`src/rtl/dbr_pkg.sv`:
```
package dbr_pkg;
  localparam int DATA_W  = 32;
  localparam int PEER_W  = 16;
  localparam int VEC_W   = 8;
  localparam int VCNT_W  = VEC_W + 1;

  localparam int OFS_MASK   = 'h00;
  localparam int OFS_STATUS = 'h04;
  localparam int OFS_PEERID = 'h08;
  localparam int OFS_BELL   = 'h0C;

  typedef enum logic [2:0] {
    RK_NONE,
    RK_MASK,
    RK_STATUS,
    RK_PEERID,
    RK_BELL
  } reg_kind_e;
endpackage

```
`src/rtl/dbr_decode.sv`:
```
module dbr_decode
  import dbr_pkg::*;
#(
  parameter int ADDR_W = 8
) (
  input  logic [ADDR_W-1:0] addr,
  output reg_kind_e         kind
);
  localparam int WORD_W = ADDR_W - 2;

  logic              aligned;
  logic [WORD_W-1:0] word;

  assign aligned = (addr[1:0] == 2'b00);
  assign word    = addr[ADDR_W-1:2];

  always_comb begin
    kind = RK_NONE;
    if (aligned) begin
      if (word == WORD_W'(OFS_MASK / 4))        kind = RK_MASK;
      else if (word == WORD_W'(OFS_STATUS / 4)) kind = RK_STATUS;
      else if (word == WORD_W'(OFS_PEERID / 4)) kind = RK_PEERID;
      else if (word == WORD_W'(OFS_BELL / 4))   kind = RK_BELL;
    end
  end
endmodule

```
`src/rtl/dbr_irq_regs.sv`:
```
module dbr_irq_regs
  import dbr_pkg::*;
(
  input  logic              clk,
  input  logic              rst_n,
  input  logic              mask_we,
  input  logic              stat_we,
  input  logic              stat_rd,
  input  logic [DATA_W-1:0] wdata,
  input  logic              event_in,
  input  logic              msi_mode,
  input  logic              pin_en,
  output logic [DATA_W-1:0] mask_q,
  output logic [DATA_W-1:0] status_q,
  output logic              irq
);
  logic              take_event;
  logic [DATA_W-1:0] status_d;

  assign take_event = event_in && !msi_mode;

  always_comb begin
    status_d = status_q;
    if (take_event)   status_d = DATA_W'(1);
    else if (stat_we) status_d = wdata;
    else if (stat_rd) status_d = '0;
  end

  always_ff @(posedge clk or negedge rst_n) begin
    if (!rst_n) begin
      mask_q   <= '0;
      status_q <= '0;
    end else begin
      if (mask_we) mask_q <= wdata;
      status_q <= status_d;
    end
  end

  assign irq = !msi_mode && pin_en && (|(status_q & mask_q));
endmodule

```
`src/rtl/dbr_bell_gate.sv`:
```
module dbr_bell_gate
  import dbr_pkg::*;
#(
  parameter int MAX_PEERS = 4
) (
  input  logic                        clk,
  input  logic                        rst_n,
  input  logic                        fire,
  input  logic [PEER_W-1:0]           dest,
  input  logic [VEC_W-1:0]            vec,
  input  logic [$clog2(MAX_PEERS+1)-1:0] peer_count,
  input  logic [MAX_PEERS*VCNT_W-1:0] vec_counts,
  output logic                        stb,
  output logic [PEER_W-1:0]           stb_peer,
  output logic [VEC_W-1:0]            stb_vec
);
  logic [VCNT_W-1:0] cnt_tab [MAX_PEERS];
  logic [VCNT_W-1:0] dest_cnt;
  logic              peer_ok;
  logic              vec_ok;

  for (genvar p = 0; p < MAX_PEERS; p++) begin : g_tab
    assign cnt_tab[p] = vec_counts[p*VCNT_W +: VCNT_W];
  end

  always_comb begin
    dest_cnt = '0;
    for (int p = 0; p < MAX_PEERS; p++) begin
      if (dest == PEER_W'(p)) dest_cnt = cnt_tab[p];
    end
  end

  assign peer_ok = dest < PEER_W'(peer_count);
  assign vec_ok  = {1'b0, vec} < dest_cnt;

  always_ff @(posedge clk or negedge rst_n) begin
    if (!rst_n) begin
      stb      <= 1'b0;
      stb_peer <= '0;
      stb_vec  <= '0;
    end else begin
      stb <= fire && peer_ok && vec_ok;
      if (fire) begin
        stb_peer <= dest;
        stb_vec  <= vec;
      end
    end
  end
endmodule

```
`src/rtl/shm_bell_regs.sv`:
```
module shm_bell_regs
  import dbr_pkg::*;
#(
  parameter int ADDR_W    = 8,
  parameter int MAX_PEERS = 4,
  localparam int PCNT_W   = $clog2(MAX_PEERS + 1)
) (
  input  logic                        clk,
  input  logic                        rst_n,
  input  logic [ADDR_W-1:0]           reg_addr,
  input  logic                        reg_wr,
  input  logic                        reg_rd,
  input  logic [31:0]                 reg_wdata,
  output logic [31:0]                 reg_rdata,
  input  logic                        cfg_msi,
  input  logic                        cfg_pin_en,
  input  logic [15:0]                 cfg_local_id,
  input  logic [PCNT_W-1:0]           cfg_peer_count,
  input  logic [MAX_PEERS*9-1:0]      cfg_vec_counts,
  input  logic                        local_event,
  output logic                        bell_stb,
  output logic [15:0]                 bell_peer,
  output logic [7:0]                  bell_vec,
  output logic                        irq
);
  reg_kind_e         kind;
  logic [DATA_W-1:0] mask_q;
  logic [DATA_W-1:0] status_q;

  dbr_decode #(.ADDR_W(ADDR_W)) u_dec (
    .addr (reg_addr),
    .kind (kind)
  );

  dbr_irq_regs u_irq (
    .clk      (clk),
    .rst_n    (rst_n),
    .mask_we  (reg_wr && kind == RK_MASK),
    .stat_we  (reg_wr && kind == RK_STATUS),
    .stat_rd  (reg_rd && kind == RK_STATUS),
    .wdata    (reg_wdata),
    .event_in (local_event),
    .msi_mode (cfg_msi),
    .pin_en   (cfg_pin_en),
    .mask_q   (mask_q),
    .status_q (status_q),
    .irq      (irq)
  );

  dbr_bell_gate #(.MAX_PEERS(MAX_PEERS)) u_bell (
    .clk        (clk),
    .rst_n      (rst_n),
    .fire       (reg_wr && kind == RK_BELL),
    .dest       (reg_wdata[31:16]),
    .vec        (reg_wdata[7:0]),
    .peer_count (cfg_peer_count),
    .vec_counts (cfg_vec_counts),
    .stb        (bell_stb),
    .stb_peer   (bell_peer),
    .stb_vec    (bell_vec)
  );

  always_ff @(posedge clk or negedge rst_n) begin
    if (!rst_n) begin
      reg_rdata <= '0;
    end else if (reg_rd) begin
      unique case (kind)
        RK_MASK:   reg_rdata <= mask_q;
        RK_STATUS: reg_rdata <= status_q;
        RK_PEERID: reg_rdata <= DATA_W'(cfg_local_id);
        default:   reg_rdata <= '0;
      endcase
    end
  end
endmodule

```
`config.mk`:
```
export PLATFORM = sky130hd
export DESIGN_NAME = shm_bell_regs
export DESIGN_NICKNAME = d
export VERILOG_FILES = /design/src/rtl/dbr_pkg.sv /design/src/rtl/dbr_decode.sv /design/src/rtl/dbr_irq_regs.sv /design/src/rtl/dbr_bell_gate.sv /design/src/rtl/shm_bell_regs.sv
export SDC_FILE = /design/constraint.sdc
export NUM_CORES = 1
export LEC_CHECK = 0
export CAP_MARGIN = 0
export CORE_MARGIN = 2
export CORE_UTILIZATION = 43
export DETAILED_ROUTE_END_ITERATION = 12
export PLACE_DENSITY = 0.76
export SLEW_MARGIN = 0
export SYNTH_ARGS = -nofsm -noshare
export SYNTH_HDL_FRONTEND = slang
export SYNTH_SLANG_ARGS = --single-unit
```
`constraint.sdc`:
```
create_clock -name clk -period 1.15 [get_ports clk]
set_input_delay 0.23 -clock clk [delete_from_list [all_inputs] [get_ports clk]]
set_output_delay 0.23 -clock clk [all_outputs]
set_load 0.02 [all_outputs]
```
* Word-level counts from Yosys, hierarchy flattened
Index checks and enable logic that the tools add are counted.
Cells by class: magnitude comparators 2, eq/ne operators 10, muxes and demuxes 13, bitwise operators 1, reductions and logical operators 15
Operator list (count):
- $mux W32 | 3
- $pmux W32 S3 | 1
- $mux W9 | 4
- $and A32 B32 Y32 | 1
- $eq A16 B2 Y1 const B | 2
- $reduce_or A32 Y1 | 1
- $eq A16 B1 Y1 const B | 1
- $logic_not A16 Y1 | 1
- $lt A16 B3 Y1 | 1
- $mux W3 | 5
- $eq A6 B2 Y1 const B | 2
- $logic_and A1 B1 Y1 | 9
- $lt A8 B9 Y1 | 1
- $eq A3 B2 Y1 const B | 2
- $eq A6 B1 Y1 const B | 1
- $logic_not A6 Y1 | 1
- $eq A3 B1 Y1 const B | 1
- $eq A3 B3 Y1 const B | 1
- $reduce_bool A3 Y1 | 1
- $logic_not A2 Y1 | 1
- $logic_not A1 Y1 | 1
Storage, ports and cells: flip-flop bits (word level) 121, bits of input ports 102, output and inout bits 58, logic and storage cells 47

* Logic depth before layout (Yosys ltp)
word-level depth 11, gate-level depth with buffers 11, depth with buffers taken out 10

* Hierarchy
A second synthesis with hierarchy kept.
Unflattened totals: cells, all modules 464, area total of the unflattened synthesis 5972.0 um^2
By module, submodules not included:
- dbr_irq_regs | times used 1, cells each 166, area each 2553.7 um^2, seq. area each 1601.5 um^2
- shm_bell_regs | times used 1, cells each 184, area each 1908.1 um^2, seq. area each 800.8 um^2
- dbr_bell_gate | times used 1, cells each 108, area each 1467.7 um^2, seq. area each 625.6 um^2
- dbr_decode | times used 1, cells each 6, area each 42.5 um^2, seq. area each 0.0 um^2

* Worst setup path after synthesis
No wires, ideal clock.
kind input to register, start input port reg_wdata[30], end register u_bell.stb, arrival time 2.465 ns, required time 1.025 ns, path slack -1.440 ns, stages on the path 10, buffers on the path 0, cell sequence nor4_1 > nand3_1 > nor3_1 > a22oi_1 > ha_1 > a21oi_1 > nand2_1 > nor4_1 > o21ai_0 > a2111oi_0
Between the ends: word-level cells in the longest chain between the ends 7, elaborated cells on any way between the ends 12, those cells by class order compare: 2; eq/ne: 3; mux: 4; reduce/logical: 3
RTL lines:
- from (decl) | RTL line shm_bell_regs.sv:13 | input logic [31:0] reg_wdata,
- $logic_not A16 Y1 | RTL line dbr_bell_gate.sv:29 | if (dest == PEER_W'(p)) dest_cnt = cnt_tab[p];
- $mux W9 (4 in series) | RTL line dbr_bell_gate.sv:29
- $lt A8 B9 Y1 | RTL line dbr_bell_gate.sv:34 | assign vec_ok = {1'b0, vec} < dest_cnt;
- $logic_and A1 B1 Y1 * | RTL line dbr_bell_gate.sv:42 | stb <= fire && peer_ok && vec_ok;
- to (signal assigned) | RTL line dbr_bell_gate.sv:42
- to (decl) | RTL line dbr_bell_gate.sv:13 | output logic stb,
Every way passes the cells marked *; elsewhere a longest branch is shown, timed or not. A chain may end at the register's enable or synchronous reset.

* Worst setup path after layout
start input port reg_wdata[29], end register u_bell.stb
Same word-level chain as after synthesis.

==> results.json <==
{
  "synth_cell_type_count": 40,
  "instances_no_fill": 993,
  "ys_ff_latch": 121,
  "place_hpwl_um": 13400,
  "gp_congestion": 0.9162,
  "r2r_start": "u_irq.status_q[10]",
  "grt_use_total_pct": 33.40,
  "drtPass1Iterations": 5,
  "crit_fanout": 8,
  "maxSlewHeadroom_pct": 72.62,
  "power_uw": 11370,
  "critical_path.top_delay_family": "simple AND/OR/NAND/NOR gates",
  "start_kind": "input pin",
  "final-hold-violation-count": 0,
  "cp_num_buf_inv": 4,
  "tightest_slew_ns": 0.4108,
  "min_path_type": "in2async",
  "grt_max_degree": 64,
  "synth-edff-count": 0,
  "syn_inst": 479,
  "p_comb_share_pct": 13.7,
  "drv_cap": 0,
  "routed_wirelength_um": 25910,
  "synthesis.nets": 590,
  "synth_commonest_cells": "dfrtp_1 (121), a22oi_1 (39), inv_1 (35)",
  "p_sw_uw": 2902,
  "grt_use_met3_pct": 9.459,
  "dieArea_sq_um": 14100,
  "io_pins": 160,
  "grt_busiest_layer": "met2",
  "fmax_ghz": 0.4184,
  "critPathArrivalTime_ns": 2.69,
  "cts.clk_slew.worst_paths_ns": 0.06,
  "finalInstanceArea_sq_um": 10320,
  "num_vias": 6117,
  "drive_gt1_share_pct": 49.88,
  "dieWidth_um": 118.8,
  "clock_latency_ns": 0.43,
  "whs_ns": 0.1508,
  "ant_nets": 0,
  "rsz0062_at_grt": "true",
  "dp.cells": 907,
  "port-buffer-count": 159,
  "seq_area_frac_synth_pct": 53.47,
  "cp.required_ns": 1.45,
  "slowest_stage": "a2111oi_2",
  "use_met2_pct": 56.39,
  "power_density_nw_per_um2": 1102,
  "grt_pass1_wl_um": 35690,
  "status": "complete, but fails checks",
  "place_area_sq_um": 8507,
  "grt_pass1_vias": 6305,
  "seqPwrFrac_pct": 39.1,
  "die_h_um": 118.8,
  "fin_crit_ns": 2.390,
  "fin_skew_ns": 0.01106,
  "path_depth": 14,
  "met1_usage_pct": 38.76,
  "async_flop_share_pct": 100.0,
  "ys_warn_count": 0,
  "initial_core_util_pct": 44.51,
  "netlist_area_sq_um": 5663,
  "remaining_drc_errors": 0,
  "crit_chain": "clkdlybuf4s15_2 > nor4_4 > nand3_2 > buf_6 > nor3_4 > buf_6 > a22oi_1 > ha_1 > buf_4 > nand2_1 > o221ai_1 > nor4_2 > o21ai_1 > a2111oi_2",
  "nets": 919,
  "yosys.cell_count.top_type": "dfrtp_1",
  "clk_path_buf_depth": 2,
  "first_iter_violations": 736,
  "drv_slew": 0,
  "cts_tree": "built",
  "yosys-top-cells-area": "dfrtp_1 (53%), mux2_1 (6.0%), mux2_2 (5.4%)",
  "fin_tns_setup_ns": -81.76,
  "crit_top_cell": "buf_6",
  "reg2reg_depth": 5,
  "syn_avg_cell_area_sq_um": 11.82,
  "period_share_pct": 207.8,
  "cts_num_sinks": 121,
  "wire_per_inst_um": 26.09,
  "timing.final.ws_setup_ns": -1.240,
  "critical_path.startpoint": "reg_wdata[29]",
  "critPathKind": "in2reg",
  "cts.htree.levels": 4,
  "violations": "negative setup slack",
  "synth_top_area_share_pct": 53.47,
  "ys.flop_type": "dfrtp_1",
  "cts_root_buf": "clkbuf_16",
  "power_leakage_uw": 0.004863,
  "core_area_sq_um": 12720,
  "p_sw_share_pct": 25.52,
  "finalSetupViolations": 179,
  "cts_buffers": 17,
  "grt_antenna_before_repair": 1,
  "yosysTopAreaCell": "dfrtp_1",
  "clkPwrFrac_pct": 47.2,
  "end_kind": "register",
  "via_per_inst": 6.160,
  "gr-total-overflow": 0,
  "syn_to_final_growth_pct": 82.21,
  "peakVddDrop_v": 0.0009991,
  "max_stage_delay_ns": 0.34,
  "intPower_uw": 8469,
  "fp-row-count": 41
}
==> kinds of logic (layout without fill, tap and decap cells) <==
kind of cell	count (synthesis)	count (layout)	synth area share, %
AO/OA/AOI/OAI	141	141	17.45
flip-flops	121	121	53.47
multiplexers	80	80	15.40
buffers and inverters	66	407	5.369
AND/OR/NAND/NOR	62	62	6.319
adder cells (fa/ha/maj)	9	9	1.989
other	0	1	0
==> power groups by stage <==
| stage | clock [uW] | combinational [uW] | sequential (uW) |
|---|---|---|---|
| after floorplan | 0 | 358 | 4540 |
| after global placement | 0 | 1290 | 4480 |
| after detailed placement | 0 | 1320 | 4490 |
| after CTS | 5190 | 1460 | 4430 |
| after global routing | 5580 | 1630 | 4450 |
| final | 5370 | 1560 | 4440 |
==> per-layer routing <==
metal,share of wire (%),up-vias
met5,0,-
met4,5.6,0
met3,11,132
met2,49,537
met1,35,3001
li1,-,2447
==> flip-flops by register name, summed over array words and instances, names as in the netlist <==
signal and cells:
reg_rdata 32, u_irq.mask_q 32, u_irq.status_q 32, u_bell.stb_peer 16, u_bell.stb_vec 8, u_bell.stb 1
==> per-stage QoR <==
| stage | utilization [%] | setup slack (ns) |
|---|---|---|
| after detailed placement | 66.87 | -2.142 |
| after floorplan | - | -1.221 |
| after global routing | 81.11 | -1.386 |
| after CTS | 79.34 | -1.129 |
| final | 81.11 | -1.240 |
| after global placement | 66.87 | -2.004 |
==> final timing paths <==
| kind | endpoint | slack [ns] |
|---|---|---|
| setup / recovery | u_bell.stb | -1.24 |
| hold / removal | reg_rdata[18] | 0.15 |
| setup reg to reg | reg_rdata[10] | -0.20 |
| hold reg to reg | u_bell.stb_vec[7] | 0.54 |
| max in group asynchronous | reg_rdata[3] | 0.45 |
| min in group clk | u_irq.status_q[24] | 0.16 |
==> placed cells by master (no fill, tap or decap), types with 8 or more instances in the layout <==
| cell type | count |
|---|---|
| buf_4 | 136 |
| dfrtp_1 | 121 |
| clkdlybuf4s50_1 | 83 |
| buf_6 | 79 |
| inv_1 | 35 |
| a22o_1 | 31 |
| mux2_4 | 30 |
| mux2_2 | 27 |
| mux2i_1 | 23 |
| a22oi_2 | 21 |
| a21oi_1 | 21 |
| clkbuf_16 | 21 |
| a22oi_1 | 18 |
| nor2_1 | 17 |
| o22ai_2 | 16 |
| nand2_1 | 12 |
| buf_8 | 11 |
| buf_12 | 10 |
| o22ai_1 | 9 |
| ha_1 | 9 |
| o22ai_4 | 8 |
==> cell type report <==
type / count / area, sq um
antenna: 1 / 2.502
clock inverter: 12 / 126.4
tap: 172 / 215.2
multi-input combinational: 292 / 2905
fill: 714 / 2404
timing repair buffer: 341 / 3457
sequential: 121 / 3028
clock buffer: 19 / 452.9
inverter: 35 / 131.4
==> what timing repair did <==
action,4_1_cts,5_1_grt
gates cloned,12,5
setup buffers,29,20
hold buffers,1,0
hold endpoints to repair,121,0
endpoints found under the setup margin,179,179
resized for setup,501,37
pin swaps,36,19
(Power assumes the default switching activity.)
